<file path="src/rtl/slg_pkg.sv">
package slg_pkg;

  // Index of the lowest set bit of a vector of up to 64 bits; 0 when empty.
  function automatic logic [5:0] first_set(input logic [63:0] v);
    logic [5:0] r;
    r = '0;
    for (int k = 63; k >= 0; k--) begin
      if (v[k]) r = 6'(k);
    end
    return r;
  endfunction

  // True when two addresses fall into the same cache line.
  function automatic logic same_line(input logic [63:0] a, input logic [63:0] b,
                                     input int ofs);
    return (a >> ofs) == (b >> ofs);
  endfunction

endpackage

</file>
<file path="src/rtl/slg_entry.sv">
module slg_entry #(
  parameter int ADDR_W   = 32,
  parameter int LINE_OFS = 6
) (
  input  logic              clk,
  input  logic              rst_n,
  input  logic              cmp_here,
  input  logic [ADDR_W-1:0] cmp_addr,
  input  logic              rel,
  input  logic              coh_vld,
  input  logic [ADDR_W-1:0] coh_addr,
  input  logic              sac_here,
  input  logic              kill,
  output logic              spec,
  output logic              flag,
  output logic              hit
);
  import slg_pkg::*;

  logic              spec_q, flag_q;
  logic [ADDR_W-1:0] addr_q;

  assign hit  = spec_q && coh_vld && !rel &&
                same_line(64'(addr_q), 64'(coh_addr), LINE_OFS);
  assign spec = spec_q;
  assign flag = flag_q;

  always_ff @(posedge clk) begin
    if (!rst_n) begin
      spec_q <= 1'b0;
      flag_q <= 1'b0;
      addr_q <= '0;
    end else if (kill) begin
      spec_q <= 1'b0;
      flag_q <= 1'b0;
    end else begin
      if (hit || sac_here) begin
        flag_q <= 1'b1;
        spec_q <= 1'b0;
      end else if (cmp_here && !flag_q && !rel) begin
        spec_q <= 1'b1;
        addr_q <= cmp_addr;
      end else if (rel) begin
        spec_q <= 1'b0;
      end
    end
  end

endmodule

</file>
<file path="src/rtl/slg_oldest.sv">
module slg_oldest #(
  parameter int ENTRIES = 8,
  localparam int IW = (ENTRIES > 1) ? $clog2(ENTRIES) : 1
) (
  input  logic [ENTRIES-1:0] flags,
  output logic               any,
  output logic [IW-1:0]      idx
);
  import slg_pkg::*;

  logic [5:0] pick;

  assign pick = first_set(64'(flags));
  assign any  = |flags;
  assign idx  = IW'(pick);

endmodule

</file>
<file path="src/rtl/spec_load_guard.sv">
module spec_load_guard #(
  parameter int ENTRIES  = 8,
  parameter int ADDR_W   = 32,
  parameter int LINE_OFS = 6,
  localparam int IW = (ENTRIES > 1) ? $clog2(ENTRIES) : 1
) (
  input  logic               clk,
  input  logic               rst_n,
  input  logic               cmp_vld,
  input  logic [IW-1:0]      cmp_idx,
  input  logic [ADDR_W-1:0]  cmp_addr,
  input  logic [ENTRIES-1:0] rel_mask,
  input  logic               coh_vld,
  input  logic [ADDR_W-1:0]  coh_addr,
  input  logic               sac_vld,
  input  logic [IW-1:0]      sac_idx,
  input  logic               flush_vld,
  input  logic [IW-1:0]      flush_idx,
  output logic [ENTRIES-1:0] soft_exc,
  output logic               squash_vld,
  output logic [IW-1:0]      squash_idx
);

  // Named per-entry events for the checker
  logic [ENTRIES-1:0] spec_w;
  logic [ENTRIES-1:0] hit_w;
  logic [ENTRIES-1:0] kill_w;

  for (genvar g = 0; g < ENTRIES; g++) begin : g_ent
    logic cmp_here, sac_here;
    assign cmp_here  = cmp_vld && (cmp_idx == IW'(g));
    assign sac_here  = sac_vld && (sac_idx == IW'(g));
    assign kill_w[g] = flush_vld && (IW'(g) >= flush_idx);

    slg_entry #(.ADDR_W(ADDR_W), .LINE_OFS(LINE_OFS)) i_ent (
      .clk      (clk),
      .rst_n    (rst_n),
      .cmp_here (cmp_here),
      .cmp_addr (cmp_addr),
      .rel      (rel_mask[g]),
      .coh_vld  (coh_vld),
      .coh_addr (coh_addr),
      .sac_here (sac_here),
      .kill     (kill_w[g]),
      .spec     (spec_w[g]),
      .flag     (soft_exc[g]),
      .hit      (hit_w[g])
    );
  end

  slg_oldest #(.ENTRIES(ENTRIES)) i_old (
    .flags (soft_exc),
    .any   (squash_vld),
    .idx   (squash_idx)
  );

endmodule

</file>
<file path="config.mk">
export PLATFORM = sky130hd
export DESIGN_NAME = spec_load_guard
export DESIGN_NICKNAME = d
export VERILOG_FILES = /design/src/rtl/slg_pkg.sv /design/src/rtl/slg_entry.sv /design/src/rtl/slg_oldest.sv /design/src/rtl/spec_load_guard.sv
export SDC_FILE = /design/constraint.sdc
export NUM_CORES = 1
export LEC_CHECK = 0
export ABC_AREA = 0
export BUFFER_PORTS_ARGS = -buffer_cell sky130_fd_sc_hd__buf_2
export CAP_MARGIN = 20
export CORE_MARGIN = 2
export CORE_UTILIZATION = 40
export CTS_CLUSTER_SIZE = 12
export DETAILED_ROUTE_END_ITERATION = 7
export PLACE_DENSITY_LB_ADDON = 0.3
export SLEW_MARGIN = 20
export SYNTH_ARGS = -nofsm -noshare
export SYNTH_HDL_FRONTEND = slang
export SYNTH_SLANG_ARGS = --single-unit
</file>
<file path="constraint.sdc">
create_clock -name clk -period 6.95 [get_ports clk]
set_clock_uncertainty 0.2 [all_clocks]
set_input_delay 0.3475 -clock clk [delete_from_list [all_inputs] [get_ports clk]]
set_output_delay 0.3475 -clock clk [all_outputs]
set_load 0.02 [all_outputs]
</file>
==> flow_summary.json <==
{
  "status": "completed",
  "area_growth_pct": 11.2,
  "die_w_um": 169,
  "leakage_nw": 5.20,
  "cts_max_level": 1,
  "path_buf_inv": 0,
  "final_cell_mix": "nand2_1, dfxtp_1, mux2i_1, xnor2_1, buf_2",
  "synth_area_um2": 10900,
  "final_common_cell": "nand2_1",
  "crit_family": "simple AND/OR/NAND/NOR gates",
  "num_vias": 7911,
  "synth-seq-cells": 224,
  "wirelength_mm": 29.9,
  "cp.depth": 6,
  "drtAntennaViolNets": 0,
  "antenna_found_initial": 0,
  "cp_cell_sequence": "xor2_1, nor4_1, nand4_1, o21ai_1, or4b_2, mux2i_1",
  "fin_util_pct": 45.2,
  "place.gp.congestion": 0.836,
  "worstHoldStart": "flush_idx[0]",
  "cts-root-buf": "clkbuf_16",
  "drive_above_1_share_pct": 11.0,
  "cp_slowest_cell": "or4b_2",
  "num_rows": 60,
  "postSynthCellCount": 1144,
  "cts_tree": "yes",
  "placed_cell_area_um2": 11300,
  "power_density_nw_per_um2": 227,
  "cp_max_fo": 26,
  "fillers": 2603,
  "synth_edf_count": 0,
  "finalHoldViolations": 0,
  "ys_warn_count": 0,
  "grt_max_degree": 151,
  "vdd_ir_drop_max_mv": 0.147,
  "clockBufferDepth": 3,
  "seq_area_frac_synth_pct": 41.0,
  "grt_pass1_wl_mm": 45.6,
  "first_iter_violations": 598,
  "tightest_slew_ns": 1.11,
  "dp_hpwl_mm": 20.2,
  "min_path_type": "in2reg",
  "final.period_utilization_pct": 43.6,
  "fin_tns_setup_ns": 0,
  "grt_use_total_pct": 20.7,
  "rsz0062_at_grt": "no",
  "timing.final.max_slew_violations": 0,
  "cts_resized": 0,
  "ys_async_sr_fraction_pct": 0,
  "final_nets": 1275,
  "hold-path-cell-count": 3,
  "io_pins": 99,
  "clock.fmax_mhz": 330,
  "finalSetupViolCount": 0,
  "core_um2": 26900,
  "die_h_um": 169,
  "min_period_ns": 3.03,
  "cts.sinks": 224,
  "critPathLaunchType": "flip-flop",
  "stdcell_area_um2": 12100,
  "start_util_pct": 40.7,
  "ff2ff_path_depth": 6,
  "criticalPathCategory": "reg2reg",
  "dr.pass1.iters": 6,
  "synth_area_per_cell_um2": 9.55,
  "grt_overflow": 0,
  "arrival_ns": 3.26,
  "setup.worst_path.start": "g_ent[3].i_ent.addr_q[12]$_SDFFE_PN0P_",
  "dieArea_um2": 28700,
  "clk_pin_slew_ns": 0.06,
  "ys_types": 41,
  "max_cap_viol_count": 0,
  "cts-buffers-inserted": 25,
  "syn_nets": 1231,
  "drc": 0,
  "io_buffer_count": 86,
  "ys.flop_type": "dfxtp_1",
  "routedWlPerCell_um": 19.4,
  "crit_required_ns": 7.18,
  "critPathMaxStageDelay_ns": 0.92,
  "diodes": 0,
  "cp-end-kind": "flip-flop",
  "clk_latency_ns": 0.52,
  "rr_startpoint": "g_ent[3].i_ent.addr_q[12]$_SDFFE_PN0P_",
  "viasPerCell": 5.13,
  "slew_headroom_pct": 25.8,
  "grt_pass1_vias": 7592
}
-- cells in the mapped netlist (2+ instances only) --
master / n / area (um^2)
and3b_1: 4 / 35.0
inv_1: 5 / 18.8
nor3_1: 15 / 75.1
a211oi_1: 2 / 15.0
a21oi_1: 11 / 55.1
xnor2_1: 126 / 1100
nand3_1: 12 / 60.1
mux2i_1: 208 / 2080
nor2_1: 18 / 67.6
nand4_1: 35 / 219
or4_4: 2 / 22.5
nor3b_1: 3 / 22.5
nand2_1: 247 / 927
dlygate4sd1_1: 4 / 35.0
o21ai_1: 2 / 10.0
buf_2: 19 / 95.1
nor4b_1: 6 / 52.6
dfxtp_1: 224 / 4480
xor2_1: 82 / 718
nor4_1: 29 / 181
dlygate4sd3_1: 2 / 20.0
clkbuf_1: 20 / 75.1
buf_12: 2 / 40.0
nor2b_1: 4 / 25.0
or3_1: 3 / 18.8
nand3b_1: 4 / 30.0
buf_4: 36 / 270
nand2b_1: 6 / 37.5
-- what timing repair did --
item	4_1_cts	5_1_grt
hold endpoints to repair	10	0
setup buffers	0	0
hold buffers	10	0
-- worst min-delay path, cell delays in order --
cell,delay (ns)
buf_2,0.11
nor2_1,0.08
nor3_1,0.17
-- power by group --
| group | switching, W | leakage, nW | total [W] | internal (W) |
|---|---|---|---|---|
| Sequential | 0.00000912 | 1.81 | 0.00131 | 0.00130 |
| Combinational | 0.000160 | 3.05 | 0.000247 | 0.0000869 |
| Clock | 0.000508 | 0.349 | 0.00121 | 0.000698 |
-- routing by layer --
layer	up-vias	global-route usage, %	wire (um)	part of all wire [%]
met2	165	33.1	13300	44
met4	0	4.87	665	2.2
met3	38	2.99	1250	4.2
met5	-	0	0	0
li1	3901	-	-	-
met1	3807	29.6	14700	49
-- final timing paths --
check / to / slack, ns
setup / recovery: g_ent[3].i_ent.addr_q[16]$_SDFFE_PN0P_ / 3.92
hold reg to reg: g_ent[4].i_ent.addr_q[28]$_SDFFE_PN0P_ / 0.27
setup reg to reg: g_ent[3].i_ent.addr_q[16]$_SDFFE_PN0P_ / 3.92
hold / removal: g_ent[4].i_ent.flag$_SDFFE_PP0P_ / 0.04
-- cells by family after synthesis --
family,share of synthesized area (%)
compound gates,1.25
xor+xnor,16.7
buf+inv,5.18
flops,41.0
mux,19.1
simple gates,16.8
-- flip-flops by register name (all words and copies together) (netlist names) --
| register | flops |
|---|---|
| g_ent.i_ent.flag | 8 |
| g_ent.i_ent.spec | 8 |
| g_ent.i_ent.addr_q | 208 |
-- through the flow --
step	setup WS [ns]	std cells	power, W	hold slack [ns]
CTS	3.89	1540	0.00278	0.0151
floorplan	4.72	1144	0.00150	0.224
detailed placement	3.58	1491	0.00158	0.256
global route	3.78	1541	0.00285	0.0514
global placement	3.62	1491	0.00158	0.243
finish	3.92	1541	0.00276	0.0368
-- layout make-up --
class	count	area [um^2]	share of cell area, %
multi-input cells	831	5890	48.5
well taps	341	427	3.51
clock buffers	39	718	5.91
inverters	5	18.8	0.154
repair buffers	101	607	5.00
flip-flops and latches	224	4480	36.9
(Power assumes the default switching activity.)
